**config.mk**
```make
export PLATFORM = sky130hd
export DESIGN_NAME = tdm_slot_seq
export DESIGN_NICKNAME = d
export VERILOG_FILES = /design/src/rtl/tdm_pkg.sv /design/src/rtl/tdm_timebase.sv /design/src/rtl/tdm_addr_gen.sv /design/src/rtl/tdm_strobe_gen.sv /design/src/rtl/tdm_slot_seq.sv
export SDC_FILE = /design/constraint.sdc
export NUM_CORES = 1
export LEC_CHECK = 0
export CORE_AREA = 10 10 54 60
export CTS_CLUSTER_DIAMETER = 150
export CTS_CLUSTER_SIZE = 40
export DETAILED_ROUTE_END_ITERATION = 6
export DIE_AREA = 0 0 64 70
export GPL_ROUTABILITY_DRIVEN = 0
export GPL_TIMING_DRIVEN = 0
export SLEW_MARGIN = 20
export SYNTH_ARGS = -nofsm -noshare
export SYNTH_HDL_FRONTEND = slang
export SYNTH_SLANG_ARGS = --single-unit
```
**constraint.sdc**
```tcl
create_clock -name clk_i -period 2.7 [get_ports clk_i]
set_clock_uncertainty 0.15 [all_clocks]
set_input_delay 0.54 -clock clk_i [delete_from_list [all_inputs] [get_ports clk_i]]
set_output_delay 0.54 -clock clk_i [all_outputs]
set_load 0.02 [all_outputs]
```
**src/rtl/tdm_pkg.sv**
```systemverilog
`timescale 1ns/1ps
package tdm_pkg;
  localparam int unsigned DEF_CLK_PER_BIT   = 2;
  localparam int unsigned DEF_BITS_PER_SLOT = 8;
  localparam int unsigned DEF_NUM_SLOTS     = 32;
  localparam int unsigned DEF_STUFF_EVERY   = 4;

  typedef enum logic {
    MAP_SPARSE = 1'b0,
    MAP_DIRECT = 1'b1
  } map_mode_e;
endpackage

```
**src/rtl/tdm_timebase.sv**
```systemverilog
`timescale 1ns/1ps
module tdm_timebase #(
  parameter int unsigned SLOT_W = 5,
  parameter int unsigned PH_W   = 4
) (
  input  logic              clk_i,
  input  logic              rst_ni,
  input  logic              frame_ni,
  output logic [SLOT_W-1:0] slot_o,
  output logic [PH_W-1:0]   phase_o
);
  localparam int unsigned CNT_W = SLOT_W + PH_W;

  logic             fp_q;
  logic [CNT_W-1:0] cnt_q;
  logic             fp_fall;

  assign fp_fall = fp_q & ~frame_ni;

  // power-of-two frame length: natural wrap of the counter
  always_ff @(posedge clk_i or negedge rst_ni) begin
    if (!rst_ni) begin
      fp_q  <= 1'b1;
      cnt_q <= '0;
    end else begin
      fp_q  <= frame_ni;
      cnt_q <= fp_fall ? '0 : cnt_q + CNT_W'(1);
    end
  end

  assign {slot_o, phase_o} = cnt_q;
endmodule

```
**src/rtl/tdm_addr_gen.sv**
```systemverilog
`timescale 1ns/1ps
module tdm_addr_gen #(
  parameter int unsigned SLOT_W      = 5,
  parameter int unsigned STUFF_EVERY = 4
) (
  input  logic [SLOT_W-1:0] slot_i,
  input  logic              sparse_i,
  output logic              cur_idle_o,
  output logic              next_idle_o,
  output logic [SLOT_W-1:0] next_addr_o
);
  localparam int unsigned STUFF_SH = $clog2(STUFF_EVERY);

  logic [SLOT_W-1:0] nxt;
  logic [SLOT_W-1:0] packed_addr;

  assign nxt = slot_i + SLOT_W'(1);

  assign cur_idle_o  = sparse_i && (slot_i[STUFF_SH-1:0] == '0);
  assign next_idle_o = sparse_i && (nxt[STUFF_SH-1:0] == '0);

  // drop one address per stuffed slot already passed, plus slot 0
  assign packed_addr = nxt - (nxt >> STUFF_SH) - SLOT_W'(1);

  always_comb begin
    if (!sparse_i)        next_addr_o = nxt;
    else if (next_idle_o) next_addr_o = '0;
    else                  next_addr_o = packed_addr;
  end
endmodule

```
**src/rtl/tdm_strobe_gen.sv**
```systemverilog
`timescale 1ns/1ps
module tdm_strobe_gen #(
  parameter int unsigned PH_W = 4
) (
  input  logic [PH_W-1:0] phase_i,
  input  logic            cur_idle_i,
  input  logic            next_idle_i,
  output logic            chan_start_no,
  output logic            dly_cs_no,
  output logic            xfer_en_o
);
  logic second_half;

  assign second_half   = phase_i[PH_W-1];
  assign chan_start_no = cur_idle_i | second_half;
  assign dly_cs_no     = cur_idle_i | ~second_half;
  assign xfer_en_o     = (&phase_i) & ~next_idle_i;
endmodule

```
**src/rtl/tdm_slot_seq.sv**
```systemverilog
`timescale 1ns/1ps
module tdm_slot_seq #(
  parameter int unsigned CLK_PER_BIT   = tdm_pkg::DEF_CLK_PER_BIT,
  parameter int unsigned BITS_PER_SLOT = tdm_pkg::DEF_BITS_PER_SLOT,
  parameter int unsigned NUM_SLOTS     = tdm_pkg::DEF_NUM_SLOTS,
  parameter int unsigned STUFF_EVERY   = tdm_pkg::DEF_STUFF_EVERY,
  localparam int unsigned SLOT_W       = $clog2(NUM_SLOTS),
  localparam int unsigned PH_W         = $clog2(CLK_PER_BIT * BITS_PER_SLOT)
) (
  input  logic              clk_i,
  input  logic              rst_ni,
  input  logic              frame_ni,
  input  logic              ch32_i,
  output logic [SLOT_W-1:0] ram_addr_o,
  output logic              idle_slot_o,
  output logic              chan_start_no,
  output logic              dly_cs_no,
  output logic              xfer_en_o
);
  import tdm_pkg::*;

  logic [SLOT_W-1:0] slot;
  logic [PH_W-1:0]   phase;
  logic              sparse;
  logic              cur_idle;
  logic              next_idle;

  assign sparse = (map_mode_e'(ch32_i) == MAP_SPARSE);

  tdm_timebase #(
    .SLOT_W (SLOT_W),
    .PH_W   (PH_W)
  ) u_timebase (
    .clk_i    (clk_i),
    .rst_ni   (rst_ni),
    .frame_ni (frame_ni),
    .slot_o   (slot),
    .phase_o  (phase)
  );

  tdm_addr_gen #(
    .SLOT_W      (SLOT_W),
    .STUFF_EVERY (STUFF_EVERY)
  ) u_addr_gen (
    .slot_i      (slot),
    .sparse_i    (sparse),
    .cur_idle_o  (cur_idle),
    .next_idle_o (next_idle),
    .next_addr_o (ram_addr_o)
  );

  tdm_strobe_gen #(
    .PH_W (PH_W)
  ) u_strobe_gen (
    .phase_i       (phase),
    .cur_idle_i    (cur_idle),
    .next_idle_i   (next_idle),
    .chan_start_no (chan_start_no),
    .dly_cs_no     (dly_cs_no),
    .xfer_en_o     (xfer_en_o)
  );

  assign idle_slot_o = cur_idle;
endmodule

```
==> results of run 1 <==
-- cell type report --
| class | instances | area (sq um) | area share |
|---|---|---|---|
| Buffer | 2 | 8.76 | 0.00796 |
| Multi-Input combinational cell | 64 | 546 | 0.496 |
| Clock buffer | 4 | 36.3 | 0.0330 |
| Sequential cell | 10 | 254 | 0.231 |
| Inverter | 5 | 18.8 | 0.0171 |
| Timing Repair Buffer | 22 | 199 | 0.181 |
| Tap cell | 30 | 37.5 | 0.0341 |
-- cells by family (layout without fill, tap and decap cells) --
kind of cell,count (synthesis),after routing,share of synthesized area
buffers and inverters,7,33,0.0395
and+or+nand+nor,34,34,0.241
adders and majority gates,7,7,0.126
DFF,10,10,0.361
xor gates and xnor gates,8,8,0.101
AOI/OAI and AO/OA,15,15,0.133
-- registers in the layout (all words and copies together) (netlist names) --
name	cells
u_timebase.cnt_q	9
u_timebase.fp_q	1
-- synth_stat cells (2+ instances only) --
| cell type | count |
|---|---|
| xor2_1 | 6 |
| nor2_1 | 9 |
| o21ai_0 | 6 |
| a31o_1 | 2 |
| nor2b_1 | 3 |
| nand3_1 | 6 |
| dfrtp_1 | 9 |
| nand2_1 | 7 |
| ha_1 | 7 |
| xnor2_1 | 2 |
| a21oi_1 | 4 |
| nand4_1 | 4 |
| or3_1 | 2 |
| inv_1 | 5 |
-- stage by stage --
stage | power [mW] | instance area, sq um | worst slack, ps
6_report | 0.476 | 1100 | -197
4_1_cts | 0.484 | 1080 | -178
2_1_floorplan | 0.281 | 701 | 3.05
3_3_place_gp | 0.335 | 858 | -633
5_1_grt | 0.509 | 1100 | -272
3_5_place_dp | 0.337 | 858 | -648
-- per-layer routing --
layer	share of wire	wire length [um]	global-route usage
met1	0.43	682	0.0750
met5	0	0	0
met2	0.50	791	0.143
met4	0.015	24	0.0365
met3	0.045	70	0.0159
-- worst min path at each step --
stage	start	to	slack [ps]	cells past startpoint
2_1_floorplan	rst_ni	u_timebase.cnt_q[0]	90	0
3_3_place_gp	u_timebase.cnt_q[0]	u_timebase.cnt_q[0]	320	1
3_5_place_dp	u_timebase.cnt_q[0]	u_timebase.cnt_q[0]	340	1
4_1_cts	u_timebase.cnt_q[0]	u_timebase.cnt_q[0]	350	1
5_1_grt	u_timebase.cnt_q[0]	u_timebase.cnt_q[0]	360	1
6_report	u_timebase.cnt_q[0]	u_timebase.cnt_q[0]	340	1
-- power groups by stage --
stage | logic (mW) | registers (mW) | clock network (mW)
5_1_grt | 0.164 | 0.204 | 0.141
3_5_place_dp | 0.133 | 0.204 | 0
2_1_floorplan | 0.0837 | 0.197 | 0
6_report | 0.144 | 0.200 | 0.132
3_3_place_gp | 0.132 | 0.203 | 0
4_1_cts | 0.144 | 0.201 | 0.139
-- critical path: cells and delay by family (launching register included) --
family                   cells  cell delay [ps]
AO/OA/AOI/OAI                1              250
XOR/XNOR                     1              200
adder cells (fa/ha/maj)      3              510
buffers and inverters        2              200
flip-flops                   1              440
AND/OR/NAND/NOR              1              340
-- repair_timing --
action,CTS,global route
endpoints found under the setup margin,7,5
pin swaps,12,2
gates resized for setup,50,6
setup buffers,9,1
hold endpoints to repair,0,0
==> out/qor.txt, run 1 <==
Worst Setup SP: u_timebase.cnt_q[4]
Initial Util: 0.326
Setup CP Type: flop to output pin
Diodes inserted: 0
crit path time final: 2900 ps
largest area contributor in the netlist: dfrtp_1
starting DRC count in detailed routing: 24
CP startpoint kind: flop
WHS: 338 ps
Via Count: 640
Final setup violation count: 3
Clock transition at path regs: 60 ps
Main synth FF type: dfrtp_1
Final nets: 119
flops & latches, synth: 10
RSZ-0062 raised after global routing: true
dpl hpwl: 1.12 mm
crit-path max cell delay: 440 ps
Logic pwr share: 0.302
row cnt: 18
max_cap viols: 0
Placed Cells incl. Taps: 123
largest net degree at the start of global routing: 11
Crit. End Element: output pin
cell count of the worst reg-to-reg path: 4
Flop pwr share: 0.420
Worst Hold Class: flop to flop
Worst slew margin: 0.715
violated checks: setup timing
clock sink total: 10
Post-synth EDFFs: 0
Avg Synthesized Cell Area: 8.60 sq um
Mapped Nets: 92
Synthesis Warnings: 0
WL final: 1.57 mm
htree depth: 1
r2r setup slk: 1200 ps
CTS Buf Count: 3
vias in the first global route: 694
Die Ht: 70 um
WP data required: 2010 ps
status: finished, violations left
Vias/cell: 4.67
Layout area overhead: 57.8%
Pre-antenna DRT Iters: 3
Critical Path AT: 2210 ps
worst skew pair latency: 260 ps
worst-path cell chain: ha_4 > xor2_2 > inv_2 > ha_4 > ha_4 > or3_1 > a32o_2 > buf_6
share of flip-flops with an asynchronous set or reset: 1.00
internal power: 327 uW
final worst slack: -197 ps
Max Fclk: 345 MHz
post-route ant nets: 0
hold buffers post-CTS: 0
synthesized cell area: 697 sq um
initial antenna violation count: 0
first-pass GRT wire length: 2.88 mm
unique cell type count in the Yosys netlist: 23
Clock power frac: 0.278
dominant cells by area after synthesis: dfrtp_1 32%, ha_1 13%, xor2_1 7.5%, nor2_1 4.8%, nand3_1 4.3%
Setup TNS: -385 ps
Least-Margin Pin Slew: 425 ps
P_leak: 0.474 nW
WL/cell: 11.4 um
grt total ovfl: 0
Synth top area share: 0.323
Reg-to-Reg End: u_timebase.cnt_q[8]
Residual DRC: 0
die width: 64 um
core area: 2140 sq um
Psw: 150 uW
Switching Fraction: 0.314
Max clock buf depth: 2
I/O pins: 13
Crit path top cell by count: ha_4
Tcrit/Tclk final: 1.07
commonest non-fill, non-tap cell in the layout: buf_4
IO Port Bufs: 12
Final Util: 0.514
pwr dens: 433 nW/um^2
peak supply drop: 0.357 mV
cell count after synthesis: 81
Filler cells: 197
GRT Total Usage: 0.0758
sequential share of the synthesized area: 0.361
fin cells: 137
Fin. Hold Viols: 0
TritonCTS clock tree: built
CTS root buf: clkbuf_4
crit path max-delay cell type: dfrtp_2
layout cells sized above 1: 0.374
Critical R2R Launch: u_timebase.cnt_q[0]
crit path max fanout: 4
commonest cells after routing, fill and taps aside: 10 x buf_4, 9 x nor2_1, 7 x dfrtp_1
die area: 4480 sq um
fin. max-slew vios: 0
Critical Path End: ram_addr_o[2]
No activity file was read; power rests on OpenSTA's default activity.
==> run 2, diff against run 1 <==
Settings changed: CTS_BUF_LIST set to sky130_fd_sc_hd__clkbuf_8.
==> out/qor.txt, run 2 (synthesis gave the netlist of run 1 again) <==
status: finished, violations left
violated checks: setup timing
TritonCTS clock tree: built
Crit. End Element: output pin
die width: 64 um
GRT Total Usage: 0.0758
grt total ovfl: 0
Worst Hold Class: flop to flop
crit path max fanout: 4
initial antenna violation count: 0
die area: 4480 sq um
vias in the first global route: 682
RSZ-0062 raised after global routing: true
Reg with most FFs: u_timebase.cnt_q
Pre-antenna DRT Iters: 2
Die Ht: 70 um
I/O pins: 13
WL final: 1.55 mm
pwr dens: 482 nW/um^2
Diodes inserted: 0
WL/cell: 11.5 um
clock sink total: 10
Final setup violation count: 2
CP startpoint kind: flop
Vias/cell: 4.73
Least-Margin Pin Slew: 427 ps
Initial Util: 0.326
Filler cells: 196
CTS Buf Count: 3
Setup CP Type: flop to output pin
IO Port Bufs: 12
row cnt: 18
Top Registers: u_timebase.cnt_q: 9 flops, u_timebase.fp_q: 1 flops
largest net degree at the start of global routing: 11
crit path time final: 2870 ps
commonest non-fill, non-tap cell in the layout: buf_4
Max clock buf depth: 2
commonest cells after routing, fill and taps aside: 10 x buf_4, 8 x nor2_1, 7 x dfrtp_1
worst skew pair latency: 230 ps
layout cells sized above 1: 0.371
Via Count: 638
final worst slack: -166 ps
Clock transition at path regs: 40 ps
Fin. Hold Viols: 0
first-pass GRT wire length: 2.80 mm
Tcrit/Tclk final: 1.06
Residual DRC: 0
hold buffers post-CTS: 0
core area: 2140 sq um
Largest register FFs: 9
starting DRC count in detailed routing: 26
WP data required: 2010 ps
Max Fclk: 349 MHz
peak supply drop: 0.373 mV
Worst slew margin: 0.714
htree depth: 1
P_leak: 0.483 nW
CTS root buf: clkbuf_8
fin. max-slew vios: 0
dpl hpwl: 1.12 mm
max_cap viols: 0
WHS: 336 ps
Layout area overhead: 57.1%
Tot Pwr: 527 uW
post-layout instance area: 1090 sq um
Area after DPL: 858 sq um
Critical Path AT: 2180 ps
Final nets: 117
post-route ant nets: 0
[run 2: changes by cell type in the layout (fill, tap and decap cells not counted), sizes merged]
cell,change
dlymetal6s2s,+1
dlygate4sd2,-1
buf,-2
[run 2: through the flow]
stage	utilization	TNS, ps	setup slack, ps	std cells
4_1_cts	0.504	-216	-148	134
3_5_place_dp	0.401	-2370	-648	123
3_3_place_gp	0.401	-2270	-633	123
2_1_floorplan	-	0	3.05	81
5_1_grt	0.512	-487	-255	135
6_report	0.512	-234	-166	135
[run 2: repair_timing]
action                     CTS  global route
setup buffers                7             1
pin swaps                    6             4
gates resized for setup     45             9
gates cloned                 0             0
setup endpoints to repair    7             6
[run 2: final cells by class]
cell class | instances | area, sq um | share of cell area
repair buffers | 20 | 180 | 0.165
plain buffers | 2 | 8.76 | 0.00800
clock buffers | 4 | 55.1 | 0.0503
well taps | 30 | 37.5 | 0.0343
multi-input cells | 64 | 541 | 0.494
inverters | 5 | 18.8 | 0.0171
flip-flops and latches | 10 | 254 | 0.232
[run 2: per-layer routing]
metal  vias up  global-route usage  routed length [um]
met5         -                   0                   0
met4         0              0.0511                  32
met3         2              0.0207                  71
met2        11               0.136                 757
met1       299              0.0722                 689
li1        326                   -                   -
[run 2: critical path, cell delays in order, from the launching register on]
cell     delay [ps]
dfrtp_2         430
ha_4            190
xor2_2          190
inv_2            70
ha_4            170
ha_4            150
or3_1           360
a32o_2          250
buf_6           130
[run 2: worst paths after layout]
check / start / to / slack [ps] / cells after the start
worst max-delay path: u_timebase.cnt_q[4] / ram_addr_o[2] / -170 / 8
worst min-delay path: u_timebase.cnt_q[0] / u_timebase.cnt_q[0] / 340 / 1
worst max register to register: u_timebase.cnt_q[0] / u_timebase.cnt_q[8] / 1200 / 4
worst min register to register: u_timebase.cnt_q[0] / u_timebase.cnt_q[0] / 340 / 1
max in group asynchronous: rst_ni / u_timebase.fp_q / 1610 / 1
min in group asynchronous: rst_ni / u_timebase.cnt_q[2] / 460 / 1
[run 2: power breakdown]
group | internal (mW) | leakage [nW] | switching [mW]
clock network | 0.128 | 0.0288 | 0.0552
logic | 0.0705 | 0.327 | 0.0726
registers | 0.174 | 0.128 | 0.0269
total | 0.372 | 0.483 | 0.155
